--- src/rtl/lpm_pkg.sv ---
package lpm_pkg;

  typedef enum logic [1:0] {
    IFM_ACTIVE = 2'd0,
    IFM_RESET  = 2'd1,
    IFM_OFF    = 2'd2,
    IFM_INIT   = 2'd3
  } ifmode_e;

  // outbound lines are gated in every mode but active
  function automatic logic ifm_gated(ifmode_e m);
    return (m != IFM_ACTIVE);
  endfunction

  // the link clock only stops in the disabled mode
  function automatic logic ifm_clk_on(ifmode_e m);
    return (m != IFM_OFF);
  endfunction

  // mode step; threshold hits win over a high sample in the same cycle
  function automatic ifmode_e ifm_next(ifmode_e cur, logic hit_rst, logic hit_off,
                                       logic lvl_high);
    ifmode_e nx;
    case (cur)
      IFM_ACTIVE: begin
        if (hit_off)      nx = IFM_OFF;
        else if (hit_rst) nx = IFM_RESET;
        else              nx = IFM_ACTIVE;
      end
      IFM_RESET: begin
        if (hit_off)       nx = IFM_OFF;
        else if (lvl_high) nx = IFM_INIT;
        else               nx = IFM_RESET;
      end
      IFM_OFF:  nx = lvl_high ? IFM_INIT : IFM_OFF;
      IFM_INIT: nx = IFM_ACTIVE;
      default:  nx = IFM_OFF;
    endcase
    return nx;
  endfunction

endpackage

--- src/rtl/lpm_sync.sv ---
module lpm_sync #(
  parameter int STAGES = 2
) (
  input  logic clk,
  input  logic rst_n,
  input  logic d_async,
  output logic q_sync
);
  logic [STAGES-1:0] chain_q;

  always_ff @(posedge clk or negedge rst_n) begin
    if (!rst_n) begin
      chain_q <= '0;
    end else begin
      chain_q[0] <= d_async;
      for (int i = 1; i < STAGES; i++) chain_q[i] <= chain_q[i-1];
    end
  end

  assign q_sync = chain_q[STAGES-1];
endmodule

--- src/rtl/lpm_low_timer.sv ---
module lpm_low_timer #(
  parameter int RST_CYC = 128,
  parameter int DIS_CYC = 1280,
  parameter int CNT_W   = $clog2(DIS_CYC + 1)
) (
  input  logic             clk,
  input  logic             rst_n,
  input  logic             lvl_high,
  output logic [CNT_W-1:0] low_cnt,
  output logic             hit_rst,
  output logic             hit_off
);
  localparam logic [CNT_W-1:0] SAT_V = CNT_W'(DIS_CYC);
  localparam logic [CNT_W-1:0] RST_V = CNT_W'(RST_CYC);

  // restart on a high sample, otherwise count up to the long threshold
  function automatic logic [CNT_W-1:0] next_low(logic [CNT_W-1:0] cur, logic hi);
    if (hi)            return '0;
    else if (cur >= SAT_V) return SAT_V;
    else               return cur + 1'b1;
  endfunction

  // after reset the stretch counts as already long: the interface starts disabled
  always_ff @(posedge clk or negedge rst_n) begin
    if (!rst_n) low_cnt <= SAT_V;
    else        low_cnt <= next_low(low_cnt, lvl_high);
  end

  assign hit_rst = (low_cnt >= RST_V);
  assign hit_off = (low_cnt >= SAT_V);
endmodule

--- src/rtl/lpm_mode_fsm.sv ---
module lpm_mode_fsm
  import lpm_pkg::*;
(
  input  logic    clk,
  input  logic    rst_n,
  input  logic    hit_rst,
  input  logic    hit_off,
  input  logic    lvl_high,
  output ifmode_e mode_q
);
  always_ff @(posedge clk or negedge rst_n) begin
    if (!rst_n) mode_q <= IFM_OFF;
    else        mode_q <= ifm_next(mode_q, hit_rst, hit_off, lvl_high);
  end
endmodule

--- src/rtl/lpm_gate.sv ---
module lpm_gate
  import lpm_pkg::*;
#(
  parameter int CTL_W  = 2,
  parameter int DATA_W = 8
) (
  input  ifmode_e           mode,
  input  logic [CTL_W-1:0]  ctl_i,
  input  logic [DATA_W-1:0] data_i,
  input  logic              lreq_i,
  output logic [CTL_W-1:0]  ctl_o,
  output logic [DATA_W-1:0] data_o,
  output logic              lreq_o,
  output logic              clk_en_o,
  output logic              init_o
);
  logic blk;
  assign blk      = ifm_gated(mode);
  assign ctl_o    = blk ? '0 : ctl_i;
  assign data_o   = blk ? '0 : data_i;
  assign lreq_o   = blk ? 1'b0 : lreq_i;
  assign clk_en_o = ifm_clk_on(mode);
  assign init_o   = (mode == IFM_INIT);
endmodule

--- src/rtl/link_pwr_watch.sv ---
module link_pwr_watch
  import lpm_pkg::*;
#(
  parameter int CTL_W       = 2,
  parameter int DATA_W      = 8,
  parameter int RST_CYC     = 128,
  parameter int DIS_CYC     = 1280,
  parameter int SYNC_STAGES = 2
) (
  input  logic              clk,
  input  logic              rst_n,
  input  logic              lps_async,
  input  logic [CTL_W-1:0]  ctl_core,
  input  logic [DATA_W-1:0] data_core,
  input  logic              lreq_link,
  output logic [CTL_W-1:0]  ctl_link,
  output logic [DATA_W-1:0] data_link,
  output logic              lreq_core,
  output logic              sysclk_en,
  output logic [1:0]        if_mode,
  output logic              init_req
);
  localparam int CNT_W = $clog2(DIS_CYC + 1);

  // named internal events, observed by the bound checker
  logic             lps_lvl;
  logic [CNT_W-1:0] low_cnt;
  logic             th_reset_hit;
  logic             th_off_hit;
  ifmode_e          mode_q;

  if (SYNC_STAGES > 0) begin : g_sync
    lpm_sync #(.STAGES(SYNC_STAGES)) u_sync (
      .clk(clk), .rst_n(rst_n), .d_async(lps_async), .q_sync(lps_lvl)
    );
  end else begin : g_nosync
    assign lps_lvl = lps_async;
  end

  lpm_low_timer #(.RST_CYC(RST_CYC), .DIS_CYC(DIS_CYC), .CNT_W(CNT_W)) u_timer (
    .clk(clk), .rst_n(rst_n), .lvl_high(lps_lvl),
    .low_cnt(low_cnt), .hit_rst(th_reset_hit), .hit_off(th_off_hit)
  );

  lpm_mode_fsm u_fsm (
    .clk(clk), .rst_n(rst_n), .hit_rst(th_reset_hit), .hit_off(th_off_hit),
    .lvl_high(lps_lvl), .mode_q(mode_q)
  );

  lpm_gate #(.CTL_W(CTL_W), .DATA_W(DATA_W)) u_gate (
    .mode(mode_q), .ctl_i(ctl_core), .data_i(data_core), .lreq_i(lreq_link),
    .ctl_o(ctl_link), .data_o(data_link), .lreq_o(lreq_core),
    .clk_en_o(sysclk_en), .init_o(init_req)
  );

  assign if_mode = mode_q;
endmodule

--- config.mk ---
export PLATFORM = sky130hd
export DESIGN_NAME = link_pwr_watch
export DESIGN_NICKNAME = d
export VERILOG_FILES = /design/src/rtl/lpm_pkg.sv /design/src/rtl/lpm_sync.sv /design/src/rtl/lpm_low_timer.sv /design/src/rtl/lpm_mode_fsm.sv /design/src/rtl/lpm_gate.sv /design/src/rtl/link_pwr_watch.sv
export SDC_FILE = /design/constraint.sdc
export NUM_CORES = 1
export LEC_CHECK = 0
export ABC_AREA = 1
export BUFFER_PORTS_ARGS = -buffer_cell sky130_fd_sc_hd__clkbuf_2
export CAP_MARGIN = 20
export CORE_AREA = 2 2 56 58
export CTS_BUF_LIST = sky130_fd_sc_hd__clkbuf_4
export DETAILED_ROUTE_END_ITERATION = 7
export DIE_AREA = 0 0 58 60
export PLACE_DENSITY = 0.63
export SYNTH_ARGS = -nofsm -noshare
export SYNTH_HDL_FRONTEND = slang
export SYNTH_SLANG_ARGS = --single-unit
--- constraint.sdc ---
create_clock -name clk -period 1.05 [get_ports clk]
set_input_delay 0.1575 -clock clk [delete_from_list [all_inputs] [get_ports clk]]
set_output_delay 0.1575 -clock clk [all_outputs]
set_load 0.005 [all_outputs]
# Word-level counts from Yosys, hierarchy flattened
# Cells that the tools add are included.
# word_totals
regBits	15
in_bits	14
out_inout_bits	15
wordCells	23
# classes
n_addsub	1
order_cmp	2
n_eq_ne	4
mux	11
n_reduce_logical	2
# op_table
cell	n
2-to-1 mux 11 bit	2
adder 11 x 1 -> 11 bit, second input constant	1
greater-or-equal comparator 11 bit, second input constant	1
greater-or-equal comparator 11 x 8 -> 1 bit, second input constant	1
2-to-1 mux 2 bit	4
2-to-1 mux 8 bit	1
case mux 2 bit (4 select lines)	1
equality test 2 bit, second input constant	2
2-to-1 mux 1 bit	3
equality test 2 x 1 -> 1 bit, second input constant	1
logical NOT 2 bit	1
inequality test 2 bit, second input constant	1
nonzero test 2 bit	1

# Logic depth before layout (Yosys ltp)
# Gate-level depths: netlist (run 1).
# logic_depth
depth_word	4
ltp_mapped	7

# Cells and area by module
# From an unflattened synthesis (run 1), not the netlist that was laid out.
# unflattened
hier_cells	118
area_unflattened_um2	888.4
# modules_own_cells
mod	n_inst	cells_per_inst	area_per_inst_um2	seq_area_each_um2
lpm_low_timer	1	74	591.8	277.8
lpm_gate	1	29	148.9	0.0
lpm_mode_fsm	1	13	97.6	51.3
lpm_sync	1	2	50.0	50.0

# Least setup slack after synthesis (run 1)
# Ideal clock, no wire load.
# synth_timing
path_type	reg-to-reg
start	register u_timer.low_cnt[0]
end	register u_timer.low_cnt[6]
arrival_ps	1001
required_time_ps	926
path_slack_ps	-75
path_stages_with_launch	6
synth_period_minus_slack_ps	1125
path_cell_list	dfrtp_1 -> ha_1 -> nand3_1 -> nor2_2 -> o21ai_0 -> a21oi_1
# synth_via
elab_chain_cells	3
# synth_rtl
item	line_no	source
start, declared	lpm_low_timer.sv:9	output logic [CNT_W-1:0] low_cnt,
start signal, assigned	lpm_low_timer.sv:26	else low_cnt <= next_low(low_cnt, lvl_high);
adder 11 x 1 -> 11 bit / greater-or-equal comparator 11 bit (equally long branches)	lpm_low_timer.sv:20, lpm_low_timer.sv:19	
2-to-1 mux 11 bit *	lpm_low_timer.sv:19	else if (cur >= SAT_V) return SAT_V;
2-to-1 mux 11 bit *	lpm_low_timer.sv:18	if (hi) return '0;
# Every way passes the cells marked *; elsewhere a longest branch is shown, timed or not.

# Worst setup path in the final report (run 1)
# layout_timing
start	register u_fsm.mode_q[1]
end	output port data_link[7]
# layout_via
elab_chain_cells	2
# layout_rtl
item	line_no	source
start, declared	lpm_mode_fsm.sv:9	output ifmode_e mode_q
start signal, assigned	lpm_mode_fsm.sv:13	else mode_q <= ifm_next(mode_q, hit_rst, hit_off, lvl_high);
nonzero test 2 bit	lpm_pkg.sv:12	return (m != IFM_ACTIVE);
2-to-1 mux 8 bit	lpm_gate.sv:20	assign data_o = blk ? '0 : data_i;
end, declared	link_pwr_watch.sv:17	output logic [DATA_W-1:0] data_link,
# Every way passes these cells.

==> results by group, run 1 <==
Layout
  • Share of cells above drive strength 1: a little under three fifths
  • Most common library cell in the layout ignoring fill and taps: sky130_fd_sc_hd__clkbuf_2
  • Post-Route Utilization: 49.3%
  • Most frequent cells in the layout: 28 x sky130_fd_sc_hd__clkbuf_2, 20 x sky130_fd_sc_hd__inv_1, 16 x sky130_fd_sc_hd__nand2_1, 16 x sky130_fd_sc_hd__buf_4, 15 x sky130_fd_sc_hd__nor2_1
  • Number of nets in the final layout: 190
  • Layout area overhead: 73.6%
  • Final antenna diode count: 0

Clocking
  • Clock root buffer master: sky130_fd_sc_hd__clkbuf_4
  • Number of buffers added by the clock tree synthesis step: 3
  • Total number of clock tree sinks: 15
  • Maximum count of clock buffers along a single path: 2
  • Clock insertion delay at the later pin of the skew report: around 0.29 ns
  • TritonCTS clock tree: yes
  • Maximum level of the CTS H-tree: 1
  • Clk slew on worst S/H paths: about 0.090 ns

Global routing
  • Number of global-route vias before repair: around 900
  • Initial antenna violation count: 0
  • GRT Overall Usage: 13.7%
  • Largest net degree at the start of global routing: 16
  • Aggregate global routing overflow: 0
  • Wire length of the first global-routing pass: roughly 3.7 mm

Floorplan
  • Effective utilization at floorplan: between 20% and 30%
  • Horiz. Die Dim: between 50 and 60 um
  • Area of the placeable core: approximately 2900 sq um
  • Vertical die dimension: 60 um
  • Count of standard-cell rows: 20
  • Number of primary I/O pins: 29
  • Area of the die: between 3000 and 4000 sq um

Logic synthesis
  • Post-synthesis sequential element count: 15
  • Synthesis Warnings: 0
  • Mapped Area: slightly above 800 sq um
  • Share of synthesized area occupied by flip-flops and latches: between 40% and 50%
  • Yosys cell types: 16
  • Synthesized netlist net count: 133
  • Avg Cell Area, Syn: about 7.0 sq um
  • Gate count of the mapped netlist: between 100 and 150

Outcome
  • Violations in the final reports: setup timing
  • Run status: finished with violations

Worst setup path
  • Worst-path cell chain: inv_4 -> nand2_8 -> nor2_1 -> clkbuf_2
  • Startpoint types: flop
  • Category of the most critical setup path: flop to primary output
  • Largest stage delay, worst path: 0.57 ns
  • Arrival time worst endpoint: approximately 1.2 ns
  • Combined buffer and inverter count along the critical path: 2
  • Cell at the slowest stage of the critical path: sky130_fd_sc_hd__dfstp_2
  • Worst Path Required: 0.89 ns
  • Worst-path fanout max: 6
  • Largest delay contributor family on the critical path: flip-flops
  • Critical Path End Type: primary output

Power
  • VDD IR-drop max: 0.000684 V
  • Power Density: 816 nW/um^2
  • Leak: about 0.72 nW

Detailed routing
  • Remaining antenna violation count: 0
  • Detailed-route DRC error count: 0
  • Starting DRT DRC Count: 6
  • First-pass detailed-route iteration total: 3
  • Wire length per cell after detailed routing: around 11 um
  • DR vias: 912
  • Average via count per standard cell: ~4.4
  • Routed wire length: ~2.3 mm

STA
  • Final setup TNS: -4.33 ns
  • Final Hold Violating Endpoints: 0
  • Final worst setup slack: -0.273 ns
  • Skew final: about 0.0051 ns
  • Achievable clock frequency: approximately 0.76 GHz
  • Relative slew slack: approximately 75%
  • Slew Viols, Final: 0
  • Slew at the pin closest to its max-slew limit: around 0.38 ns
  • Final clock period utilization by the worst path: 126%
  • Min Tclk post-route: 1.32 ns
  • Final setup viols: 28
  • Setup repair after global routing missed its margin: yes

Job
  • Number of max-cap violations: 0

Worst hold path
  • Kind of path behind the tightest hold check: input pin to async pin

Placement
  • Last weighted congestion value of the routability-driven placer: 0.861
  • HPWL Detailed: around 1.6 mm
  • Count of input and output buffers: 28
==> cells by family after synthesis <==
kind of cell	after synthesis	synth area share, %
simple gates	61	31.0
buf+inv	28	12.9
flops	15	46.0
compound gates	10	6.07
fa+ha+maj	2	3.03
xor+xnor	1	1.06
==> layer usage <==
metal  track usage, %  vias up  routed length [um]
li1                 -      460                   -
met1             15.5      418                 913
met2             25.6       30                1210
met3             2.60        4                 163
met4             4.98        0                  27
met5                0        -                   0
==> area by class of cell <==
class	instances	area [sq um]
Tap cell	33	41.3
Clock buffer	4	30.0
Multi-Input combinational cell	75	524
Timing Repair Buffer	52	348
Inverter	27	109
Sequential cell	15	379
Fill cell	287	1470
==> report_power, final <==
part / internal (W) / switching, W
Combinational: 0.0000989 / 0.0000908
Clock: 0.000174 / 0.000197
Sequential: 0.000591 / 0.0000168
==> final timing paths <==
check	start	endpoint	slack (ns)	cells past startpoint
worst max-delay path	u_fsm.mode_q[1]	data_link[7]	-0.27	4
worst min-delay path	rst_n	u_timer.low_cnt[9]	0.30	2
worst max register to register	u_timer.low_cnt[0]	u_timer.low_cnt[5]	-0.12	6
worst min register to register	g_sync.u_sync.chain_q[0]	g_sync.u_sync.chain_q[1]	0.35	0
max in group asynchronous	rst_n	u_fsm.mode_q[1]	0.44	2
min in group clk	g_sync.u_sync.chain_q[0]	g_sync.u_sync.chain_q[1]	0.35	0
==> stage by stage <==
step	instances	hold slack [ns]	setup slack, ns	total power (W)	area, sq um
CTS	199	0.312	-0.279	0.00115	1280
finish	206	0.302	-0.273	0.00117	1430
global placement	188	0.0877	-0.111	0.000745	1090
global route	206	0.341	-0.315	0.00122	1430
floorplan	117	-0.138	-0.0568	0.000662	835
detailed placement	188	0.0926	-0.165	0.000748	1090
==> timing repair <==
item                                    4_1_cts  5_1_grt
endpoints found under the setup margin       28       28
resized for setup                            33       28
hold endpoints to repair                     13        0
pin swaps                                    10       19
hold buffers                                  2        0
gates cloned                                  1        0
setup buffers                                 4        9
==> sequential cells by signal (all words and copies together), names as in the netlist <==
name                   count
u_fsm.mode_q               2
u_timer.low_cnt           11
g_sync.u_sync.chain_q      2
==> cells in the mapped netlist <==
cell	n	area (sq um)
sky130_fd_sc_hd__a21oi_1	5	25.0
sky130_fd_sc_hd__buf_2	1	5.00
sky130_fd_sc_hd__dfrtp_1	12	300
sky130_fd_sc_hd__dfstp_2	3	78.8
sky130_fd_sc_hd__ha_1	2	25.0
sky130_fd_sc_hd__inv_1	26	97.6
sky130_fd_sc_hd__inv_2	1	3.75
sky130_fd_sc_hd__nand2_1	23	86.3
sky130_fd_sc_hd__nand3_1	7	35.0
sky130_fd_sc_hd__nand4_1	1	6.26
sky130_fd_sc_hd__nor2_1	26	97.6
sky130_fd_sc_hd__nor2_2	2	12.5
sky130_fd_sc_hd__nor3_1	1	5.00
sky130_fd_sc_hd__nor3b_2	1	12.5
sky130_fd_sc_hd__o21ai_0	5	25.0
sky130_fd_sc_hd__xor2_1	1	8.76
No activity file was read; power rests on OpenSTA's default activity.
==> run 2: changes to the inputs <==
==> constraint.sdc (replaced) <==
create_clock -name clk -period 1.05 [get_ports clk]
set_input_delay 0.105 -clock clk [delete_from_list [all_inputs] [get_ports clk]]
set_output_delay 0.105 -clock clk [all_outputs]
set_load 0.005 [all_outputs]
==> run 2 against run 1 <==
  * The run still ends with setup timing left
  * Flip-flop and latch count is the same
  * Global-route usage shrank 0.71 points
  * Critical path type unchanged
  * Via count shrank 2.2%
  * Utilization shrank 1.5 points
  * Die area is the same
  * Register-to-register slack is essentially flat
  * Hold slack lost 0.030 ns
  * Sequential power grew 0.7%
  * Clock-buffer cell count shrank 1
  * Final cell count shrank 3.9%
==> results by group, run 2 (synthesized netlist as in run 1, its figures left out) <==
Worst setup path
  • Critical Path End Type: primary output
  • Startpoint of the most critical register-to-register path: u_timer.low_cnt[1]
  • Category of the most critical setup path: flop to primary output
  • Worst setup path startpoint: u_fsm.mode_q[1]
  • Cell at the slowest stage of the critical path: sky130_fd_sc_hd__dfstp_2
  • Endpoint of the most critical register-to-register path: u_timer.low_cnt[8]
  • Startpoint types: flop
  • Worst-path cell chain: buf_6 -> nand2_2 -> inv_2 -> clkbuf_2
  • Arrival time worst endpoint: around 1.2 ns
  • Worst path depth: 4
  • Largest stage delay, worst path: around 0.56 ns
  • Worst Path Required: about 0.94 ns
  • Setup slack of the most critical reg-to-reg path: -0.13 ns
  • Worst-path fanout max: 4
  • Largest delay contributor family on the critical path: flip-flops
  • Depth of the most critical reg-to-reg path: 7
  • Timing endpoint of the critical path: init_req
  • Combined buffer and inverter count along the critical path: 3

Detailed routing
  • Detailed-route DRC error count: 0
  • Wire length per cell after detailed routing: between 10 and 15 um
  • Routed wire length: 2.41 mm
  • Average via count per standard cell: ~4.5
  • Remaining antenna violation count: 0
  • First-pass detailed-route iteration total: 4
  • Starting DRT DRC Count: 11
  • DR vias: 892

Power
  • Power Density: 816 nW/um^2
  • Leak: ~0.69 nW
  • Relative contribution of combinational cells to total power: approximately 17%
  • Net Switching: 0.000304 W
  • VDD IR-drop max: ~0.00055 V
  • Switching share of power: about 27%
  • Portion of total power attributed to sequential cells: a little over half
  • Internal power: ~0.00083 W
  • Proportion of power drawn by the clock network: slightly below 30%

Layout
  • Number of flip-flops under the largest register name: 11
  • Count of fill cells added during filler insertion: 261
  • Area of the multi-input gates: about 540 sq um
  • Share of cells above drive strength 1: between 50% and 60%
  • Count of non-filler cells in the finished layout: approximately 200
  • Most flops, register: u_timer.low_cnt
  • Number of nets in the final layout: approximately 180
  • Most frequent cells in the layout: 27 x sky130_fd_sc_hd__clkbuf_2, 18 x sky130_fd_sc_hd__inv_1, 18 x sky130_fd_sc_hd__nor2_1, 14 x sky130_fd_sc_hd__nand2_1
  • Seq. cell area: roughly 380 sq um
  • Area of all placed cells without fillers: 1390 sq um
  • Layout area overhead: 68.4%
  • Final antenna diode count: 0
  • Most common library cell in the layout ignoring fill and taps: sky130_fd_sc_hd__clkbuf_2
  • Largest registers: u_timer.low_cnt (11), g_sync.u_sync.chain_q (2), u_fsm.mode_q (2)

Placement
  • Count of input and output buffers: 28
  • Worst-case setup slack after placement: -0.124 ns
  • Last weighted congestion value of the routability-driven placer: between 0.9 and 1
  • Post-Place Cell Area: around 1100 sq um
  • HPWL Detailed: 1.51 mm
  • Placed Cells: approximately 190

STA
  • Setup repair after global routing missed its margin: yes
  • Final setup viols: 26
  • Achievable clock frequency: roughly 0.8 GHz
  • Final worst setup slack: -0.202 ns
  • Skew final: between 0.003 and 0.004 ns
  • Min Tclk post-route: 1.25 ns
  • Slew Viols, Final: 0
  • Final Hold Violating Endpoints: 0
  • Slew at the pin closest to its max-slew limit: about 0.40 ns
  • Hold Worst Slack: 0.271 ns
  • Final clock period utilization by the worst path: 119%
  • Relative slew slack: about 73%

Global routing
  • Largest net degree at the start of global routing: 16
  • Wire length of the first global-routing pass: between 3 and 4 mm
  • Number of global-route vias before repair: 878
  • Aggregate global routing overflow: 0
  • GRT Overall Usage: 13.0%
  • Initial antenna violation count: 0

Clocking
  • Clock insertion delay at the later pin of the skew report: ~0.29 ns
  • TritonCTS clock tree: yes
  • Number of buffers added by the clock tree synthesis step: 3
  • Maximum count of clock buffers along a single path: 2
  • Total number of clock tree sinks: 15
  • Clock root buffer master: sky130_fd_sc_hd__clkbuf_4
  • Clk slew on worst S/H paths: about 0.090 ns
  • Maximum level of the CTS H-tree: 1

Floorplan
  • Vertical die dimension: 60 um
  • Area of the die: 3480 sq um
  • Effective utilization at floorplan: between 20% and 30%
  • Horiz. Die Dim: 58 um
  • Area of the placeable core: 2900 sq um
  • Number of primary I/O pins: 29
  • Count of standard-cell rows: 20

Job
  • Number of max-cap violations: 0

Worst hold path
  • Kind of path behind the tightest hold check: input pin to async pin

Outcome
  • Violations in the final reports: setup timing
  • Run status: finished with violations
## run 2: cell types whose count changed in the layout (fill, tap and decap cells not counted), sizes merged
cell    change
clkinv      +1
clkbuf      -2
buf         -7
## run 2: repair_timing
action                                  CTS  global route
resized for setup                        41            26
pin swaps                                17            22
endpoints found under the setup margin   27            28
setup buffers                             3             2
hold endpoints to repair                 13             0
hold buffers                              2             0
gates cloned                              1             0
## run 2: layer usage
| layer | track usage [%] | part of all wire [%] |
|---|---|---|
| met1 | 12.8 | 38 |
| met4 | 6.31 | 1.7 |
| met3 | 1.08 | 6.9 |
| met2 | 26.9 | 54 |
| met5 | 0 | 0 |
## run 2: layout make-up
cell class | count | area share (%)
timing repair buffer | 44 | 20.9
clock buffer | 3 | 1.62
inverter | 27 | 7.48
tap | 33 | 2.97
sequential | 15 | 27.6
multi-input combinational | 75 | 39.1
clock inverter | 1 | 0.360
## run 2: per-stage QoR
step / total power (W) / utilization, % / setup TNS (ns)
finish: 0.00113 / 47.8 / -3.17
CTS: 0.00113 / 44.1 / -3.36
detailed placement: 0.000739 / 37.1 / -1.89
floorplan: 0.000662 / - / -0.140
global route: 0.00119 / 47.8 / -4.46
global placement: 0.000736 / 37.1 / -0.911
## run 2: worst min path at each step
| stage | start | endpoint |
|---|---|---|
| final | rst_n | u_timer.low_cnt[5] |
| after global routing | rst_n | u_timer.low_cnt[5] |
| after CTS | rst_n | u_timer.low_cnt[5] |
| after detailed placement | rst_n | u_timer.low_cnt[2] |
| after global placement | rst_n | u_timer.low_cnt[2] |
| after floorplan | rst_n | g_sync.u_sync.chain_q[0] |
## run 2: power groups by stage
stage | Combinational (W) | Sequential, W | Clock [W]
2_1_floorplan | 0.0000472 | 0.000615 | 0
3_3_place_gp | 0.000123 | 0.000613 | 0
3_5_place_dp | 0.000125 | 0.000614 | 0
4_1_cts | 0.000166 | 0.000613 | 0.000355
5_1_grt | 0.000204 | 0.000614 | 0.000373
6_report | 0.000187 | 0.000612 | 0.000335
